`src/rtl/spi_ac_pkg.sv`:
```
package spi_ac_pkg;

  localparam int unsigned BYTE_W = 8;

  // 3-bit command codes carried in the header
  typedef enum logic [2:0] {
    CMD_NOP     = 3'b000,
    CMD_RSV1    = 3'b001,
    CMD_READ    = 3'b010,
    CMD_READ_WS = 3'b011,
    CMD_WRITE   = 3'b100,
    CMD_RSV5    = 3'b101,
    CMD_EXT     = 3'b110,
    CMD_RSV7    = 3'b111
  } ac_cmd_e;

  function automatic logic cmd_is_read(ac_cmd_e c);
    return (c == CMD_READ) || (c == CMD_READ_WS);
  endfunction

endpackage

```
`src/rtl/spi_ac_sync.sv`:
```
module spi_ac_sync #(
  parameter int unsigned W      = 3,
  parameter int unsigned STAGES = 2,
  parameter logic [W-1:0] RST_VAL = '0
) (
  input  logic         clk,
  input  logic         rst,
  input  logic [W-1:0] d,
  output logic [W-1:0] q
);

  logic [W-1:0] stg [STAGES];

  always_ff @(posedge clk) begin
    if (rst) begin
      for (int i = 0; i < STAGES; i++) stg[i] <= RST_VAL;
    end else begin
      stg[0] <= d;
      for (int i = 1; i < STAGES; i++) stg[i] <= stg[i-1];
    end
  end

  assign q = stg[STAGES-1];

endmodule

```
`src/rtl/spi_ac_shift.sv`:
```
module spi_ac_shift
  import spi_ac_pkg::*;
(
  input  logic              clk,
  input  logic              rst,
  input  logic              sclk_s,
  input  logic              cs_act,
  input  logic              mosi_s,
  input  logic [BYTE_W-1:0] load_val,
  output logic              byte_done,
  output logic [BYTE_W-1:0] rx_byte,
  output logic              load_evt,
  output logic              miso
);

  localparam int unsigned BIT_W = $clog2(BYTE_W);

  logic              sclk_d;
  logic [BIT_W-1:0]  bitcnt;
  logic [BYTE_W-2:0] rx_sh;
  logic [BYTE_W-1:0] tx_sh;
  logic              rise, fall;

  assign rise     = cs_act &  sclk_s & ~sclk_d;
  assign fall     = cs_act & ~sclk_s &  sclk_d;
  // first falling edge of a byte: present a fresh transmit byte
  assign load_evt = fall && (bitcnt == '0);
  assign miso     = tx_sh[BYTE_W-1];

  always_ff @(posedge clk) begin
    if (rst) begin
      sclk_d    <= 1'b1;
      bitcnt    <= '0;
      rx_sh     <= '0;
      tx_sh     <= '0;
      byte_done <= 1'b0;
      rx_byte   <= '0;
    end else begin
      sclk_d    <= sclk_s;
      byte_done <= 1'b0;
      if (!cs_act) begin
        bitcnt <= '0;
        tx_sh  <= '0;
      end else begin
        if (rise) begin
          rx_sh  <= {rx_sh[BYTE_W-3:0], mosi_s};
          bitcnt <= bitcnt + BIT_W'(1);
          if (bitcnt == BIT_W'(BYTE_W-1)) begin
            byte_done <= 1'b1;
            rx_byte   <= {rx_sh, mosi_s};
          end
        end
        if (fall) begin
          if (load_evt) tx_sh <= load_val;
          else          tx_sh <= {tx_sh[BYTE_W-2:0], 1'b0};
        end
      end
    end
  end

endmodule

```
`src/rtl/spi_ac_ctrl.sv`:
```
module spi_ac_ctrl
  import spi_ac_pkg::*;
#(
  parameter int unsigned ADDR_W = 16
) (
  input  logic              clk,
  input  logic              rst,
  input  logic              cs_act,
  input  logic              byte_done,
  input  logic [BYTE_W-1:0] rx_byte,
  input  logic              load_evt,
  output logic [BYTE_W-1:0] load_val,
  output logic              mem_req,
  output logic              mem_we,
  output logic [ADDR_W-1:0] mem_addr,
  output logic [BYTE_W-1:0] mem_wdata,
  input  logic [BYTE_W-1:0] mem_rdata,
  input  logic              mem_ack
);

  localparam int unsigned HI_W  = 3;
  localparam int unsigned LOW_W = ADDR_W - HI_W;
  localparam int unsigned B1_W  = 5;

  logic [1:0]        hdr_idx;
  logic              hdr_done;
  ac_cmd_e           exec_cmd;
  logic              data_phase;
  logic [ADDR_W-1:0] addr_q;
  logic [BYTE_W-1:0] rd_buf;

  ac_cmd_e           cmd_b1, cmd_b2, fin_cmd;
  logic [ADDR_W-1:0] addr_b1, addr_b2, fin_addr, iss_addr;
  logic              hdr_fin, iss, iss_we;

  assign cmd_b1  = ac_cmd_e'(rx_byte[2:0]);
  assign cmd_b2  = ac_cmd_e'(rx_byte[4:2]);
  assign addr_b1 = {{HI_W{1'b0}}, addr_q[LOW_W-1:B1_W], rx_byte[BYTE_W-1:HI_W]};
  assign addr_b2 = {rx_byte[BYTE_W-1:BYTE_W-HI_W], addr_q[LOW_W-1:0]};

  // header completion
  always_comb begin
    hdr_fin  = 1'b0;
    fin_cmd  = CMD_NOP;
    fin_addr = addr_q;
    if (cs_act && byte_done && !hdr_done) begin
      if (hdr_idx == 2'd1 && cmd_b1 != CMD_EXT) begin
        hdr_fin  = 1'b1;
        fin_cmd  = cmd_b1;
        fin_addr = addr_b1;
      end else if (hdr_idx == 2'd2) begin
        hdr_fin  = 1'b1;
        fin_cmd  = cmd_b2;
        fin_addr = addr_b2;
      end
    end
  end

  // memory access issue: first read at header end, writes per byte, read prefetch per byte
  always_comb begin
    iss      = 1'b0;
    iss_we   = 1'b0;
    iss_addr = addr_q;
    if (hdr_fin && cmd_is_read(fin_cmd)) begin
      iss      = 1'b1;
      iss_addr = fin_addr;
    end else if (cs_act && byte_done && hdr_done && data_phase && exec_cmd == CMD_WRITE) begin
      iss    = 1'b1;
      iss_we = 1'b1;
    end else if (load_evt && data_phase && cmd_is_read(exec_cmd)) begin
      iss = 1'b1;
    end
  end

  assign load_val = (data_phase && cmd_is_read(exec_cmd)) ? rd_buf : '0;

  always_ff @(posedge clk) begin
    if (rst) begin
      mem_req   <= 1'b0;
      mem_we    <= 1'b0;
      mem_addr  <= '0;
      mem_wdata <= '0;
    end else if (iss) begin
      mem_req   <= 1'b1;
      mem_we    <= iss_we;
      mem_addr  <= iss_addr;
      mem_wdata <= rx_byte;
    end else if (mem_ack) begin
      mem_req   <= 1'b0;
    end
  end

  always_ff @(posedge clk) begin
    if (rst) begin
      hdr_idx    <= '0;
      hdr_done   <= 1'b0;
      exec_cmd   <= CMD_NOP;
      data_phase <= 1'b0;
      addr_q     <= '0;
      rd_buf     <= '0;
    end else begin
      if (mem_req && mem_ack) begin
        addr_q <= addr_q + ADDR_W'(1);
        if (!mem_we) rd_buf <= mem_rdata;
      end
      if (!cs_act) begin
        hdr_idx    <= '0;
        hdr_done   <= 1'b0;
        exec_cmd   <= CMD_NOP;
        data_phase <= 1'b0;
      end else if (byte_done) begin
        if (!hdr_done) begin
          hdr_idx <= hdr_idx + 2'd1;
          if (hdr_idx == 2'd0) addr_q[LOW_W-1:B1_W] <= rx_byte;
          else if (!hdr_fin)   addr_q <= addr_b1;
        end
        if (hdr_fin) begin
          hdr_done   <= 1'b1;
          exec_cmd   <= fin_cmd;
          addr_q     <= fin_addr;
          data_phase <= (fin_cmd == CMD_READ) || (fin_cmd == CMD_WRITE);
        end else if (hdr_done && exec_cmd == CMD_READ_WS && !data_phase) begin
          data_phase <= 1'b1;
        end
      end
    end
  end

endmodule

```
`src/rtl/spi_ac_framer.sv`:
```
module spi_ac_framer
  import spi_ac_pkg::*;
#(
  parameter int unsigned ADDR_W      = 16,
  parameter int unsigned SYNC_STAGES = 2
) (
  input  logic              clk,
  input  logic              rst,
  input  logic              spi_sclk,
  input  logic              spi_cs_n,
  input  logic              spi_mosi,
  output logic              spi_miso,
  output logic              mem_req,
  output logic              mem_we,
  output logic [ADDR_W-1:0] mem_addr,
  output logic [BYTE_W-1:0] mem_wdata,
  input  logic [BYTE_W-1:0] mem_rdata,
  input  logic              mem_ack
);

  localparam int unsigned PIN_W = 3;

  logic [PIN_W-1:0]  pins_s;
  logic              cs_act, byte_done, load_evt;
  logic [BYTE_W-1:0] rx_byte, load_val;

  spi_ac_sync #(
    .W(PIN_W), .STAGES(SYNC_STAGES), .RST_VAL(3'b011)
  ) i_sync (
    .clk(clk), .rst(rst),
    .d({spi_mosi, spi_cs_n, spi_sclk}),
    .q(pins_s)
  );

  assign cs_act = ~pins_s[1];

  spi_ac_shift i_shift (
    .clk(clk), .rst(rst),
    .sclk_s(pins_s[0]), .cs_act(cs_act), .mosi_s(pins_s[2]),
    .load_val(load_val), .byte_done(byte_done), .rx_byte(rx_byte),
    .load_evt(load_evt), .miso(spi_miso)
  );

  spi_ac_ctrl #(.ADDR_W(ADDR_W)) i_ctrl (
    .clk(clk), .rst(rst),
    .cs_act(cs_act), .byte_done(byte_done), .rx_byte(rx_byte),
    .load_evt(load_evt), .load_val(load_val),
    .mem_req(mem_req), .mem_we(mem_we), .mem_addr(mem_addr),
    .mem_wdata(mem_wdata), .mem_rdata(mem_rdata), .mem_ack(mem_ack)
  );

endmodule

```
`config.mk`:
```
export PLATFORM = sky130hd
export DESIGN_NAME = spi_ac_framer
export DESIGN_NICKNAME = d
export VERILOG_FILES = /design/src/rtl/spi_ac_pkg.sv /design/src/rtl/spi_ac_sync.sv /design/src/rtl/spi_ac_shift.sv /design/src/rtl/spi_ac_ctrl.sv /design/src/rtl/spi_ac_framer.sv
export SDC_FILE = /design/constraint.sdc
export NUM_CORES = 1
export LEC_CHECK = 0
export BUFFER_PORTS_ARGS = -buffer_cell sky130_fd_sc_hd__buf_4
export CAP_MARGIN = 20
export CORE_ASPECT_RATIO = 1.1
export CORE_UTILIZATION = 55
export CTS_CLUSTER_DIAMETER = 50
export DETAILED_ROUTE_END_ITERATION = 10
export PLACE_DENSITY = 0.87
export SLEW_MARGIN = 20
export SYNTH_ARGS = -nofsm -noshare
export SYNTH_HDL_FRONTEND = slang
export SYNTH_HIERARCHICAL = 1
export SYNTH_SLANG_ARGS = --single-unit
```
`constraint.sdc`:
```
create_clock -name clk -period 3.29 [get_ports clk]
set_input_delay 0 -clock clk [delete_from_list [all_inputs] [get_ports clk]]
set_output_delay 0 -clock clk [all_outputs]
set_load 0.1 [all_outputs]
```
== After elaboration in Yosys (flattened, before gate mapping) ==
Memories as Yosys holds them, arrays and structs flattened.
Cells that the tools add are included.

* Memories kept: 1
* Bits in registers: 85
* RAM bits: 6
* Bits of input ports: 14
* Word-level logic and storage cells: 110

* Mux-type cells: 35
* Bitwise logic cells: 12
* Equal/unequal tests: 11
* Reduce and logical (&&, ||, !) cells: 31
* Add/sub/neg operators: 3

{| class="wikitable"
|+ Memory list
! name !! depth !! width !! read ports !! clocked after memory_dff !! write ports !! line !! RTL
|-
| i_sync.stg || 2 || 3 || 2 || 0 || 2 || spi_ac_sync.sv:12 || <nowiki>logic [W-1:0] stg [STAGES];</nowiki>
|}

{| class="wikitable"
|+ Operators by type and width
! kind !! number
|-
| $mux W16 || 9
|-
| $mux W8 || 3
|-
| $mux W3 || 6
|-
| $add A16 B1 Y16 const B || 1
|-
| $mux W1 || 16
|-
| $logic_and A1 B1 Y1 || 14
|-
| $eq A3 B2 Y1 const B || 4
|-
| $reduce_and A2 Y1 || 5
|-
| $eq A3 B3 Y1 const B || 3
|-
| $not A1 Y1 || 6
|-
| $mux W5 || 1
|-
| $ne A5 B2 Y1 const B || 1
|-
| $and A1 B1 Y1 || 4
|-
| $reduce_bool A2 Y1 || 2
|-
| $add A3 B1 Y3 const B || 1
|-
| $logic_not A3 Y1 || 1
|-
| $logic_or A1 B1 Y1 || 3
|-
| $ne A3 B3 Y1 const B || 1
|-
| $reduce_and A3 Y1 || 1
|-
| $reduce_or A3 Y1 || 1
|-
| $add A2 B1 Y2 const B || 1
|-
| $eq A2 B1 Y1 const B || 1
|-
| $eq A2 B2 Y1 const B || 1
|-
| $logic_not A1 Y1 || 2
|-
| 3 further kinds || 4
|}

== Logic depth before layout (Yosys ltp) ==
An unclocked memory read counts as a cell.

* Word-level depth: 11
* Gate-level depth with buffers: 12

== By module ==
Netlist, hierarchy kept.

{| class="wikitable"
|+ Modules (own cells, without submodules)
! module !! seq. area each (µm²) !! cells each !! area an instance (µm²) !! instances
|-
| spi_ac_ctrl || 1141.1 || 357 || 2992.9 || 1
|-
| spi_ac_shift || 560.5 || 128 || 1203.7 || 1
|-
| spi_ac_sync || 120.1 || 15 || 180.2 || 1
|-
| spi_ac_framer || 0.0 || 1 || 3.8 || 1
|}

== Worst setup path before layout ==
OpenSTA, ideal clock, no wires.

* Path kind: register to register
* Start: register i_ctrl.mem_req
* End: register i_ctrl.addr_q[9]
* Period minus slack after synthesis: 2.494 ns
* Path buffers: 0
* Stages on the path, launching flop included: 6
* Setup slack: 0.796 ns
* Data arrival time: 2.409 ns
* Path through: dfxtp_1 > nand2_1 > nor4_1 > nand2_1 > xor2_1 > a211oi_1

* Longest elaborated chain between the ends: 6

{| class="wikitable"
|+ Ends and longest elaborated chain
! item !! line !! RTL
|-
| from (decl) || spi_ac_ctrl.sv:13 || <nowiki>output logic mem_req,</nowiki>
|-
| from (signal assigned) || spi_ac_ctrl.sv:79 || <nowiki>mem_req <= 1'b0;</nowiki>
|-
| from (signal assigned) || spi_ac_ctrl.sv:84 || <nowiki>mem_req <= 1'b1;</nowiki>
|-
| from (signal assigned) || spi_ac_ctrl.sv:89 || <nowiki>mem_req <= 1'b0;</nowiki>
|-
| $logic_and A1 B1 Y1 * || spi_ac_ctrl.sv:102 || <nowiki>if (mem_req && mem_ack) begin</nowiki>
|-
| $mux W16 * || spi_ac_ctrl.sv:102 ||
|-
| $mux W16 || spi_ac_ctrl.sv:112 || <nowiki>if (!hdr_done) begin</nowiki>
|-
| $mux W16 || spi_ac_ctrl.sv:117 || <nowiki>if (hdr_fin) begin</nowiki>
|-
| $mux W16 || spi_ac_ctrl.sv:111 || <nowiki>end else if (byte_done) begin</nowiki>
|-
| $mux W16 * || spi_ac_ctrl.sv:106 || <nowiki>if (!cs_act) begin</nowiki>
|-
| to (signal, indexed assignment) || spi_ac_ctrl.sv:114 || <nowiki>if (hdr_idx == 2'd0) addr_q[LOW_W-1:B1_W] <= rx_byte;</nowiki>
|-
| to (signal assigned) || spi_ac_ctrl.sv:115 || <nowiki>else if (!hdr_fin) addr_q <= addr_b1;</nowiki>
|-
| to (signal assigned) || spi_ac_ctrl.sv:120 || <nowiki>addr_q <= fin_addr;</nowiki>
|-
| to (decl) || spi_ac_ctrl.sv:29 || <nowiki>logic [ADDR_W-1:0] addr_q;</nowiki>
|}

Every way passes the cells marked *; elsewhere a longest branch is shown, timed or not.
A chain may end at the register's enable or synchronous reset.

== Final worst setup path ==
* Start: register i_shift.bitcnt[0]
* End: register i_ctrl.mem_wdata[7]

* Longest elaborated chain between the ends: 7

{| class="wikitable"
|+ Ends and longest elaborated chain
! item !! line !! RTL
|-
| from (decl) || spi_ac_shift.sv:19 || <nowiki>logic [BIT_W-1:0] bitcnt;</nowiki>
|-
| from (signal assigned) || spi_ac_shift.sv:47 || <nowiki>bitcnt <= bitcnt + BIT_W'(1);</nowiki>
|-
| $logic_not A3 Y1 || spi_ac_shift.sv:27 || <nowiki>assign load_evt = fall && (bitcnt == '0);</nowiki>
|-
| $logic_and A1 B1 Y1 || spi_ac_shift.sv:27 ||
|-
| named net load_evt || spi_ac_framer.sv:24 || <nowiki>logic cs_act, byte_done, load_evt;</nowiki>
|-
| $logic_and A1 B1 Y1 (2 in series) || spi_ac_ctrl.sv:70 || <nowiki>end else if (load_evt && data_phase && cmd_is_read(exec_cmd)) begin</nowiki>
|-
| $mux W1 || spi_ac_ctrl.sv:70 ||
|-
| $mux W1 || spi_ac_ctrl.sv:67 || <nowiki>end else if (cs_act && byte_done && hdr_done && data_phase && exec_cmd == CMD_WRITE) begin</nowiki>
|-
| $mux W1 || spi_ac_ctrl.sv:64 || <nowiki>if (hdr_fin && cmd_is_read(fin_cmd)) begin</nowiki>
|-
| to (signal assigned) || spi_ac_ctrl.sv:87 || <nowiki>mem_wdata <= rx_byte;</nowiki>
|-
| to (decl) || spi_ac_ctrl.sv:16 || <nowiki>output logic [BYTE_W-1:0] mem_wdata,</nowiki>
|}

The timed path passes the listed nets, and every way through them passes these cells.

==> flow_summary.yaml <==
clock_network:
  clock-sinks: 91
  numCtsBuffers: 9
  ctsHoldBuffers: 12
  clk_latency_ps: 370
  cts_root_buf: "clkbuf_8"
  cts.path.max_buffers: 2
  cts_htree_levels: 3
  clk_pin_slew_ps: 90
  cts_resized: 0
  cts_tree: "done"
  cts_setup_buffers: 0
yosys:
  yosysWarnings: 6
  synthCells: 501
  synth_edf_count: 0
  ys_seq_area_share_pct: 41.6
  yosys-top-cells-area: "dfxtp_1 (42%), mux2i_1 (7.5%), a21oi_1 (5.6%), nand2_1 (5.5%), nand2b_1 (5.1%)"
  avgSynthCellArea_sq_um: 8.74
  ys_types: 59
  synth_top_area_cell: "dfxtp_1"
  synth.ff_latch_count: 91
  synthFlopType: "dfxtp_1"
  postSynth.asyncResetShare_pct: 0
  synth_top_area_share_pct: 41.6
  synth_nets: 522
  syn-cell-area_sq_mm: 0.00438
sta:
  fin_crit_sh_pct: 78.6
  hold_viol_final: 0
  grt_setup_unrepaired: "no"
  worst_pin_slew_ps: 979
  clock.fmax_mhz: 387
  setup_violations: 0
  maxSlewHeadroom_pct: 34.2
  finalSetupTns_ps: 0
  final_max_slew_viol_count: 0
  fin_worst_skew_ps: 11.5
  period_minus_slack_ps: 2580
cells_and_area:
  antennaDiodeCount: 0
  area_delta_synth_final_pct: 13.6
  fin_nets: 556
  fin_area_sq_mm: 0.00498
  post_route_cells_drive_above_1_share_pct: 14.1
  final_cells: 645
floorplan:
  die_w_microns: 87.1
  core-area_sq_mm: 0.00760
  dieArea_sq_mm: 0.00833
  ios: 41
  initial_core_util_pct: 57.7
  die_y_microns: 95.6
  rows: 33
routing:
  vias: 3688
  wl_per_cell_microns: 15.1
  avgViaCountPerCell: 5.72
  drt_iter0_markers: 293
  drt-total-wl_microns: 9750
  drt_first_pass_iters: 5
  drc_errors: 0
  ant_nets: 0
setup_path:
  startpoint_type: "register"
  critPathCaptureType: "register"
  cp_max_fo: 17
  worstSetupPathType: "register to register"
  cp.required_ps: 3590
  crit_arrival_ps: 2880
pwr:
  ir_worst_vdd_mv: 0.276
  powerDensity_mw_per_mm2: 408
  finalPower_mw: 2.03
  p_sw_mw: 0.457
  power.internal_mw: 1.57
  combPwrFrac_pct: 3.7
  pwr-share-clk_pct: 41.7
  share_seq_of_total_power_pct: 54.6
  leakage_nw: 1.87
  netSwitchingFraction_pct: 22.5
global_routing:
  grt_pass1_wl_microns: 16400
  grt_overflow_total: 0
  grt_pass1_vias: 3493
  grt_use_total_pct: 25.6
  antenna_found_initial: 0
  grt_max_degree: 88
placed_design:
  place_area_sq_mm: 0.00463
  io_buffers: 40
  gp_congestion: 0.883
  dp_cells: 617
  hpwlAfterDp_microns: 6500
status:
  run_status: "completed"
job:
  max_cap_viol_count: 0
min_path:
  hold_path.class: "primary input to register"
[Yosys cell counts, drive strengths merged (4+ instances only)]
library cell / count
a21oi: 50
ha: 7
nand3b: 4
nor4: 5
a211oi: 19
nand2: 64
nor2: 36
nand3: 18
nand4: 7
buf: 22
clkbuf: 11
or2: 5
dfxtp: 91
nor2b: 6
o21ai: 12
and2: 4
xor2: 7
nand2b: 36
inv: 13
mux2i: 33
and3: 13
[power by group through the flow]
stage	Clock (mW)	Combinational (mW)	Sequential [mW]
6_report	0.848	0.0751	1.11
5_1_grt	0.907	0.0813	1.11
4_1_cts	0.860	0.0745	1.11
3_5_place_dp	0	0.0631	1.13
3_3_place_gp	0	0.0620	1.13
2_1_floorplan	0	0.0380	1.14
[path summary, 6_finish.rpt]
kind / startpoint / end / slack, ps / cells past startpoint
worst max-delay path: i_shift/bitcnt[0] / i_ctrl/mem_wdata[7] / 710 / 8
worst min-delay path: rst / i_sync/stg[0][2] / 150 / 2
worst max register to register: i_shift/bitcnt[0] / i_ctrl/mem_wdata[7] / 710 / 8
worst min register to register: i_sync/stg[0][1] / i_sync/stg[0][4] / 410 / 1
[final cells by class]
type | count | area [sq um]
inverters | 13 | 48.8
fillers | 654 | 2620
multi-input cells | 364 | 2300
well taps | 105 | 131
clock buffers | 9 | 124
clock inverters | 7 | 98.8
flip-flops and latches | 91 | 1820
repair buffers | 56 | 450
[cell families after synthesis]
family	Yosys count	synth area share, %
AND/OR/NAND/NOR	211	25.5
flip-flops	91	41.6
multiplexers	33	7.54
buffers and inverters	46	5.88
adder cells (fa/ha/maj)	7	2.00
AO/OA/AOI/OAI	104	15.7
XOR/XNOR	9	1.80
[metrics by stage]
step                util, %  setup slack (ps)  hold WS, ps
finish                 65.5               706          152
global route           65.5               548          200
CTS                    65.5               683          160
detailed placement     61.0               740          183
global placement       61.0               817          180
floorplan                 -               796         71.6
[layout by cell type (no fill, tap or decap), drive strengths merged, types with 9 or more instances in the layout]
| cell | instances |
|---|---|
| a211oi | 19 |
| a21oi | 50 |
| and3 | 13 |
| buf | 44 |
| clkbuf | 9 |
| dfxtp | 91 |
| dlygate4sd3 | 12 |
| inv | 16 |
| mux2i | 33 |
| nand2 | 64 |
| nand2b | 36 |
| nand3 | 18 |
| nor2 | 36 |
| o21ai | 12 |
[routing by layer]
layer	share of wire, %	wire, microns	track usage (%)
met4	3.0	296	12.4
met2	50	4920	44.2
met1	42	4130	30.8
met3	4.1	400	4.42
met5	0	0	0
[critical path, stage by stage (launching register included)]
cell,delay (ps)
dfxtp_1,380
inv_1,60
ha_1,240
nand2b_1,350
nor2_1,90
nor3b_1,170
a21o_1,390
nor2b_4,580
mux2i_1,250
[flip-flops by register name (all words and copies together), names as in the netlist]
| signal | flops |
|---|---|
| i_ctrl/addr_q | 16 |
| i_ctrl/mem_addr | 16 |
| i_ctrl/mem_wdata | 8 |
| i_ctrl/rd_buf | 8 |
| i_shift/rx_byte | 8 |
| i_shift/tx_sh | 8 |
| i_shift/rx_sh | 7 |
| i_sync/stg | 6 |
| i_ctrl/exec_cmd | 3 |
| i_shift/bitcnt | 3 |
| i_ctrl/hdr_idx | 2 |
| i_ctrl/data_phase | 1 |
| i_ctrl/hdr_done | 1 |
| i_ctrl/mem_req | 1 |
| i_ctrl/mem_we | 1 |
| i_shift/byte_done | 1 |
| i_shift/sclk_d | 1 |
No activity file was read; power rests on OpenSTA's default activity.
